### src/rtl/brs_pkg.sv
package brs_pkg;

   typedef enum logic [2:0] {
      ST_IDLE,
      ST_LOW,
      ST_HIGH,
      ST_SU_STA,
      ST_HD_STA,
      ST_SU_STO,
      ST_BUF,
      ST_DONE
   } brs_state_t;

   // Whole cycles covering a time in ns at a clock in MHz (rounded up, at least 1)
   function automatic int unsigned ns_to_cyc(input int unsigned mhz, input int unsigned ns);
      int unsigned c;
      c = (mhz * ns + 999) / 1000;
      return (c == 0) ? 1 : c;
   endfunction

endpackage

### src/rtl/brs_sync.sv
module brs_sync #(
   parameter int STAGES = 2
) (
   input  logic clk,
   input  logic rst_n,
   input  logic d_in,
   output logic d_out
);
   generate
      if (STAGES == 0) begin : g_direct
         assign d_out = d_in;
      end else begin : g_chain
         logic [STAGES-1:0] sh;
         always_ff @(posedge clk or negedge rst_n) begin
            if (!rst_n) begin
               sh <= '1;
            end else begin
               sh[0] <= d_in;
               for (int i = 1; i < STAGES; i++) sh[i] <= sh[i-1];
            end
         end
         assign d_out = sh[STAGES-1];
      end
   endgenerate
endmodule

### src/rtl/brs_timer.sv
module brs_timer #(
   parameter int TW = 8
) (
   input  logic          clk,
   input  logic          rst_n,
   input  logic          load,
   input  logic [TW-1:0] load_val,
   output logic          expired
);
   logic [TW-1:0] cnt;

   always_ff @(posedge clk or negedge rst_n) begin
      if (!rst_n)          cnt <= '0;
      else if (load)       cnt <= load_val;
      else if (cnt != '0)  cnt <= cnt - 1'b1;
   end

   assign expired = (cnt == '0);
endmodule

### src/rtl/brs_fsm.sv
module brs_fsm
   import brs_pkg::*;
#(
   parameter int TW         = 8,
   parameter int MAX_PULSES = 9,
   parameter int C_LOW      = 240,
   parameter int C_HIGH     = 120,
   parameter int C_SU_STA   = 120,
   parameter int C_HD_STA   = 120,
   parameter int C_SU_STO   = 120,
   parameter int C_BUF      = 240
) (
   input  logic          clk,
   input  logic          rst_n,
   input  logic          req,
   input  logic          sda_s,
   input  logic          tmr_exp,
   output logic          tmr_load,
   output logic [TW-1:0] tmr_val,
   output logic          scl_oe,
   output logic          sda_oe,
   output logic          done,
   output logic          fail
);
   localparam int PW = $clog2(MAX_PULSES + 1);

   brs_state_t    st, nxt;
   logic [PW-1:0] pcnt;
   logic          fail_q, fail_set, accept;

   assign accept = ((st == ST_IDLE) || (st == ST_DONE)) && req;

   always_comb begin
      nxt      = st;
      tmr_load = 1'b0;
      tmr_val  = '0;
      fail_set = 1'b0;
      unique case (st)
         ST_IDLE, ST_DONE: begin
            if (req) begin
               nxt = ST_LOW; tmr_load = 1'b1; tmr_val = TW'(C_LOW - 1);
            end
         end
         ST_LOW: begin
            if (tmr_exp) begin
               nxt = ST_HIGH; tmr_load = 1'b1; tmr_val = TW'(C_HIGH - 1);
            end
         end
         ST_HIGH: begin
            if (tmr_exp) begin
               tmr_load = 1'b1;
               if (sda_s) begin
                  nxt = ST_SU_STA; tmr_val = TW'(C_SU_STA - 1);
               end else if (pcnt == PW'(MAX_PULSES)) begin
                  nxt = ST_BUF; tmr_val = TW'(C_BUF - 1); fail_set = 1'b1;
               end else begin
                  nxt = ST_LOW; tmr_val = TW'(C_LOW - 1);
               end
            end
         end
         ST_SU_STA: begin
            if (tmr_exp) begin
               nxt = ST_HD_STA; tmr_load = 1'b1; tmr_val = TW'(C_HD_STA - 1);
            end
         end
         ST_HD_STA: begin
            if (tmr_exp) begin
               nxt = ST_SU_STO; tmr_load = 1'b1; tmr_val = TW'(C_SU_STO - 1);
            end
         end
         ST_SU_STO: begin
            if (tmr_exp) begin
               nxt = ST_BUF; tmr_load = 1'b1; tmr_val = TW'(C_BUF - 1);
            end
         end
         ST_BUF: begin
            if (tmr_exp) nxt = ST_DONE;
         end
         default: nxt = ST_IDLE;
      endcase
   end

   always_ff @(posedge clk or negedge rst_n) begin
      if (!rst_n) begin
         st     <= ST_IDLE;
         pcnt   <= '0;
         fail_q <= 1'b0;
      end else begin
         st <= nxt;
         if (accept)                                pcnt <= PW'(1);
         else if ((st == ST_HIGH) && (nxt == ST_LOW)) pcnt <= pcnt + 1'b1;
         if (accept)        fail_q <= 1'b0;
         else if (fail_set) fail_q <= 1'b1;
      end
   end

   assign scl_oe = (st == ST_LOW);
   assign sda_oe = (st == ST_HD_STA) || (st == ST_SU_STO);
   assign done   = (st == ST_DONE);
   assign fail   = fail_q && (st == ST_DONE);
endmodule

### src/rtl/bus_recover.sv
module bus_recover
   import brs_pkg::*;
#(
   parameter int CLK_MHZ     = 200,
   parameter int MAX_PULSES  = 9,
   parameter int SYNC_STAGES = 2,
   parameter int T_LOW_NS    = 1200,
   parameter int T_HIGH_NS   = 600,
   parameter int T_SU_STA_NS = 600,
   parameter int T_HD_STA_NS = 600,
   parameter int T_SU_STO_NS = 600,
   parameter int T_BUF_NS    = 1200
) (
   input  logic clk,
   input  logic rst_n,
   input  logic recover_req,
   input  logic sda_in,
   output logic scl_oe,
   output logic sda_oe,
   output logic done,
   output logic fail
);
   localparam int LOW_CYC    = int'(ns_to_cyc(CLK_MHZ, T_LOW_NS));
   localparam int HIGH_CYC   = int'(ns_to_cyc(CLK_MHZ, T_HIGH_NS));
   localparam int SU_STA_CYC = int'(ns_to_cyc(CLK_MHZ, T_SU_STA_NS));
   localparam int HD_STA_CYC = int'(ns_to_cyc(CLK_MHZ, T_HD_STA_NS));
   localparam int SU_STO_CYC = int'(ns_to_cyc(CLK_MHZ, T_SU_STO_NS));
   localparam int BUF_CYC    = int'(ns_to_cyc(CLK_MHZ, T_BUF_NS));
   localparam int MAX_A      = (LOW_CYC > HIGH_CYC) ? LOW_CYC : HIGH_CYC;
   localparam int MAX_B      = (SU_STA_CYC > HD_STA_CYC) ? SU_STA_CYC : HD_STA_CYC;
   localparam int MAX_C      = (SU_STO_CYC > BUF_CYC) ? SU_STO_CYC : BUF_CYC;
   localparam int MAX_AB     = (MAX_A > MAX_B) ? MAX_A : MAX_B;
   localparam int MAX_CYC    = (MAX_AB > MAX_C) ? MAX_AB : MAX_C;
   localparam int TW         = $clog2(MAX_CYC + 1);

   generate
      if (CLK_MHZ < 1) begin : g_bad_clk
         $error("bus_recover: CLK_MHZ must be at least 1");
      end
      if (MAX_PULSES < 1) begin : g_bad_pulses
         $error("bus_recover: MAX_PULSES must be at least 1");
      end
      if (SYNC_STAGES < 0 || SYNC_STAGES > 4) begin : g_bad_sync
         $error("bus_recover: SYNC_STAGES must be 0 to 4");
      end
   endgenerate

   logic          sda_s;
   logic          tmr_load, tmr_exp;
   logic [TW-1:0] tmr_val;

   brs_sync #(.STAGES(SYNC_STAGES)) i_sync (
      .clk(clk), .rst_n(rst_n), .d_in(sda_in), .d_out(sda_s)
   );

   brs_timer #(.TW(TW)) i_timer (
      .clk(clk), .rst_n(rst_n), .load(tmr_load), .load_val(tmr_val), .expired(tmr_exp)
   );

   brs_fsm #(
      .TW(TW), .MAX_PULSES(MAX_PULSES),
      .C_LOW(LOW_CYC), .C_HIGH(HIGH_CYC), .C_SU_STA(SU_STA_CYC),
      .C_HD_STA(HD_STA_CYC), .C_SU_STO(SU_STO_CYC), .C_BUF(BUF_CYC)
   ) i_fsm (
      .clk(clk), .rst_n(rst_n), .req(recover_req), .sda_s(sda_s),
      .tmr_exp(tmr_exp), .tmr_load(tmr_load), .tmr_val(tmr_val),
      .scl_oe(scl_oe), .sda_oe(sda_oe), .done(done), .fail(fail)
   );
endmodule

### config.mk
export PLATFORM = sky130hd
export DESIGN_NAME = bus_recover
export DESIGN_NICKNAME = d
export VERILOG_FILES = /design/src/rtl/brs_pkg.sv /design/src/rtl/brs_sync.sv /design/src/rtl/brs_timer.sv /design/src/rtl/brs_fsm.sv /design/src/rtl/bus_recover.sv
export SDC_FILE = /design/constraint.sdc
export NUM_CORES = 1
export LEC_CHECK = 0
export BUFFER_PORTS_ARGS = -buffer_cell sky130_fd_sc_hd__buf_2
export CORE_ASPECT_RATIO = 0.5
export CORE_MARGIN = 2
export CORE_UTILIZATION = 35
export DETAILED_ROUTE_END_ITERATION = 7
export GPL_TIMING_DRIVEN = 0
export REMOVE_ABC_BUFFERS = 1
export SLEW_MARGIN = 20
export SYNTH_ARGS = -nofsm -noshare
export SYNTH_HDL_FRONTEND = slang
export SYNTH_SLANG_ARGS = --single-unit
### constraint.sdc
create_clock -name clk -period 3.1 [get_ports clk]
set_clock_uncertainty 0.15 [all_clocks]
set_input_delay 0.62 -clock clk [delete_from_list [all_inputs] [get_ports clk]]
set_output_delay 0.62 -clock clk [all_outputs]
set_load 0.005 [all_outputs]
Word level (Yosys, flattened, before mapping)
Cells that the tools add are included.
- $add $sub $neg: 2
- multipliers: 0
- divide/modulo/power cells: 0
- magnitude comparators: 0
- equal/unequal tests: 9
- shifts and indexed selects: 0
- multiplexer cells: 29
- bitwise operators: 0
- reduce and logical (&&, ||, !) cells: 14
- operator list (kind ; count):
    2-to-1 mux 8 bit ; 6
    one-hot mux 8 bit (4 select lines) ; 1
    2-to-1 mux 3 bit ; 9
    one-hot mux 3 bit (7 select lines) ; 1
    equality test 3 bit (second input constant) ; 4
    zero test 8 bit ; 1
    2-to-1 mux 1 bit ; 8
    2-to-1 mux 4 bit ; 2
    nonzero test 8 bit ; 1
    subtractor 8 x 1 -> 8 bit (second input constant) ; 1
    2-to-1 mux 7 bit ; 1
    equality test 3 x 1 -> 1 bit (second input constant) ; 2
    equality test 3 x 2 -> 1 bit (second input constant) ; 2
    nonzero test 2 bit ; 3
    OR reduction 5 bit ; 1
    adder 4 x 1 -> 4 bit (second input constant) ; 1
    equality test 4 bit (second input constant) ; 1
    logical AND 1 bit ; 3
    zero test 3 bit ; 1
    OR reduction 3 bit ; 1
    logical OR 1 bit ; 2
    one-hot mux 1 bit (2 select lines) ; 1
    OR reduction 2 bit ; 1
- register bits: 18
- latch bits: 0
- memory bits (writable): 0
- ROM bits: 0
- output and inout port bits: 4
- memories: 0

Depth between registers and ports, before layout
- depth in word-level cells: 9
- depth in mapped cells: 7
- mapped depth without buffers: 6

Cells and area by module
Synthesis repeated with hierarchy kept, for this count alone.
- cell total of the unflattened synthesis: 129
- area total of the unflattened synthesis: 1164.9 µm²
- modules (own cells, without submodules) (module ; instances ; cells each ; area each (µm²) ; seq. area each (µm²)):
    brs_fsm ; 1 ; 73 ; 635.6 ; 200.2
    brs_timer ; 1 ; 54 ; 476.7 ; 200.2
    brs_sync ; 1 ; 2 ; 52.6 ; 52.6

Worst setup path before layout
Ideal clock, no wire load.
- kind: reg-to-reg
- start point: register i_timer.cnt[0]
- end point: register i_fsm.st[1]
- library setup time: 0.132 ns
- arrival: 1.569 ns
- setup slack: 1.249 ns
- stages on the path, launching flop included: 8
- buffers on the path: 1
- cells stage by stage: dfrtp_1 -> inv_1 -> ha_1 -> or3b_1 -> buf_2 -> o31a_1 -> o21ai_1 -> o21ai_1
- cells in the longest elaborated chain, start to end: 3
- elaborated cells between the ends (all ways): 8
- ends and longest elaborated chain (what ; RTL line ; source):
    start: declaration ; brs_timer.sv:10 ; logic [TW-1:0] cnt;
    start signal: assignment ; brs_timer.sv:14 ; else if (load) cnt <= load_val;
    start signal: assignment ; brs_timer.sv:15 ; else if (cnt != '0) cnt <= cnt - 1'b1;
    zero test 8 bit * ; brs_timer.sv:18 ; assign expired = (cnt == '0);
    2-to-1 mux 3 bit, or another cell as far along ; brs_fsm.sv:77 ; if (tmr_exp) nxt = ST_DONE;
    one-hot mux 3 bit (7 select lines) * ; brs_fsm.sv:38 ; unique case (st)
    named net i_fsm.nxt[1] ; brs_fsm.sv:27 ; brs_state_t st, nxt;
    end signal: assignment ; brs_fsm.sv:89 ; st <= nxt;
    end: declaration ; brs_fsm.sv:27 ;
The timed path passes the listed nets; every way through them passes the cells marked *.
A chain may end at the register's enable or synchronous reset.

Worst setup path after layout
- start point: register i_fsm.st[0]
- end point: output port fail
- cells in the longest elaborated chain, start to end: 2
- ends and longest elaborated chain (what ; RTL line ; source):
    equality test 3 bit ; brs_fsm.sv:100 ; assign fail = fail_q && (st == ST_DONE);
    logical AND 1 bit ; brs_fsm.sv:100 ;
    end: declaration ; bus_recover.sv:21 ; output logic fail
No other way between the ends.

==> results list <==
- Status: finished clean
* RD Place Congestion: between 0.7 and 0.8
* Layout cell share with drive strength beyond 1: 0.183
- Counting flops with an async set or reset pin after synthesis yields a share of 1.00.
- Global routing finished with a remaining overflow of 0.
* Via count normalized by instance count: 5.21
- Vias in the first global route: 702
* Min-delay worst type: input port to async pin
- Wire length of the first global-routing pass: 3.56 mm
- Die ar.: between 3000 and 4000 sq um
* Number of antenna violations at the first check in global routing: 0
- Adding up every negative setup slack in the final design gives 0 ns.
- Post-synthesis instance area: roughly 1100 sq um
* Final antenna diode count: 0
* Setup repair after global routing missed its margin: no
- Cell at the root of the clock tree: clkbuf_8
- Post-synthesis register bit count: 18
* Worst setup slack for register-to-register paths: 0.95 ns
- Origin of the worst setup path: i_fsm.st[0]
- Of all nets on the critical path, the largest fanout is 14.
- In this run the core area contains 14 standard-cell rows.
* Share of the synthesized area in the top cell type: 0.378
- Largest area contributor in the netlist: dfrtp_1
- In this run the worst setup path terminates at fail.
- Pins Over Slew Limit: 0
- Area delta synth->final: 9.69%
* Highest-count cells in the layout ignoring fill and taps: 16 x dfrtp_1, 8 x nand2_1, 7 x o21ai_0, 7 x buf_2
- Horizontal extent of the die: 81.8 microns
- Finished Layout Cells: 155
- The first detailed-routing pass took 4 iterations.
- The number of placed instances, taps included, is 151.
- Placement-stage cell area: 1120 sq um
* Remaining max-slew budget at the tightest pin: 0.591
- Post-CTS timing repair inserted 0 buffers for setup.
- Maximum number of pins on one net before global-route repair: 19
* Iter 0 DRT Violations: 44
- Synthesis produced a netlist whose cell count is 109.
- DRC viols: 0
* Post-route cell area: 1160 sq um
* Peak Freq: 463 MHz
* Max clock buf depth: 2
- TritonCTS clock tree: yes
- Synthesized area per cell: approximately 9.7 sq um
- The wire-length estimate of the detail-placed layout is roughly 1.4 mm.
- Count of synthesis-stage warnings from yosys: 0
- Average wire length per cell after detail routing: 13.3 microns
- Final hold violations: 0
* Total setup violations reported at the end of the flow: 0
- Crit path kind: register to output pin
- The clock drives 18 sinks.
- In the finished design, the share of the clock period the worst path needs comes to 0.697.
* Global-route total usage across every layer: 0.136
- Via total after detailed routing: 807
* Worst EP required: 2.33 ns
* Detailed-route wire length: 2.06 mm
- Reg2Reg Depth: 6
- Beginning of the worst register-to-register path: i_timer.cnt[0]
- Number of CTS-inserted buffers: 3
* H-tree depth: 1
- Once detail routing completed, the nets flagged for antenna violations numbered 0.
- Pin placement for this block handled 8 I/O pins.
- The clock reaches the later pin of the worst-skew pair after 0.26 ns.
- Worst path arrival time: 1.39 ns
- Most common flop cell mapped by yosys: dfrtp_1
- The initial utilization of the core area, before any placement, comes to 0.360.
* Post-synth cell types: 45
- In this run, synthesis inferred 0 flip-flops with an integrated enable.
- The die is 42.9 microns tall.
* Final net count: 123
- Largest vdd supply drop: 0.114 mV
* Share of the yosys chip area belonging to registers: 0.428
- Power density of the placed cells: 360 nW/um^2
- Counting the fill cells in the layout gives 302.
* Port-buffer cells: 7
- Number of gates resized after CTS: 0
* CP startpoint kind: register
- The library cell used most frequently in the layout, excluding fill and tap cells, is dfrtp_1.
- After clock tree synthesis, the clock-pin slew on the worst setup and hold paths is 0.07 ns.
* Total power: 0.418 mW
- For the pin with the worst max-slew slack, the measured transition is 0.607 ns.
* Number of buffers added to fix hold violations after cts: 0
- Pleak: 0.546 nW
- Nature of the critical path endpoint: output pin
- The worst register-to-register path ends at i_fsm.pcnt[2].
- The floorplan step defined a core boundary enclosing just under 3000 sq um.
- Counting I/O delays and the setup requirement, the final critical path takes around 2.2 ns.
* Max-cap violations: 0
- In the post-synthesis netlist, the biggest area contributors are dfrtp_1 38%, dfstp_2 5.0%, ha_1 3.5%.
==> stage by stage <==
step           setup WS (ns)  hold slack, ns   util
2_1_floorplan           1.22           0.174      -
3_3_place_gp           0.967           0.195  0.379
3_5_place_dp           0.950           0.197  0.379
4_1_cts                0.933           0.148  0.395
5_1_grt                0.703           0.171  0.395
6_report               0.939           0.132  0.395
==> area by class of cell <==
cell class	instances	area (sq um)	area share
Clock buffer	4	45.0	0.0388
Inverter	6	22.5	0.0194
Multi-Input combinational cell	80	556	0.478
Sequential cell	18	453	0.390
Tap cell	40	50.0	0.0431
Timing Repair Buffer	7	35.0	0.0302
==> flip-flops by register name, indices dropped and copies added (netlist names) <==
signal,flops
i_sync.g_chain.sh,2
i_fsm.st,3
i_timer.cnt,8
i_fsm.pcnt,4
i_fsm.fail_q,1
==> cells in the mapped netlist (2+ instances only) <==
master    instances
o21ai_0           7
inv_1             6
nor3_1            3
ha_1              3
and2_1            3
dfrtp_1          16
o211ai_2          2
nand3_1           6
nor3b_1           2
mux2i_1           2
clkbuf_1          3
a21oi_1           6
xnor2_1           2
nor2_1            4
o21ai_1           4
nor4_1            2
nand2_1           8
dfstp_2           2
xor2_1            2
==> how the worst min path moves through the flow <==
stage,from,endpoint,cells past startpoint
final,rst_n,i_timer.cnt[6],1
after global routing,rst_n,i_timer.cnt[6],1
after CTS,rst_n,i_timer.cnt[5],1
after detailed placement,i_sync.g_chain.sh[0],i_sync.g_chain.sh[1],0
after global placement,i_sync.g_chain.sh[0],i_sync.g_chain.sh[1],0
after floorplan,rst_n,i_fsm.fail_q,0
==> power by group <==
part / internal [mW] / switching, mW / leakage [nW]
sequential: 0.237 / 0.000952 / 0.194
combinational: 0.00198 / 0.00605 / 0.329
clock: 0.0914 / 0.0800 / 0.0228
==> cells by family after synthesis <==
kind of cell | Yosys count | share of synthesized area
compound gates | 30 | 0.188
simple gates | 40 | 0.239
xor+xnor | 4 | 0.0331
mux | 3 | 0.0296
fa+ha+maj | 3 | 0.0355
flops | 18 | 0.428
buf+inv | 11 | 0.0473
==> per-layer routing <==
layer | part of all wire | track usage | wire length [microns]
met3 | 0.031 | 0.0383 | 63
met5 | 0 | 0 | 0
met2 | 0.44 | 0.203 | 907
met4 | 0.011 | 0.0300 | 23
met1 | 0.52 | 0.194 | 1070
==> critical path, stage by stage (launching register included) <==
cell and delay, ns:
dfrtp_1 0.58, and3_1 0.31, and2_1 0.14, buf_2 0.10
Note: power is estimated with default switching activity, not from simulation.
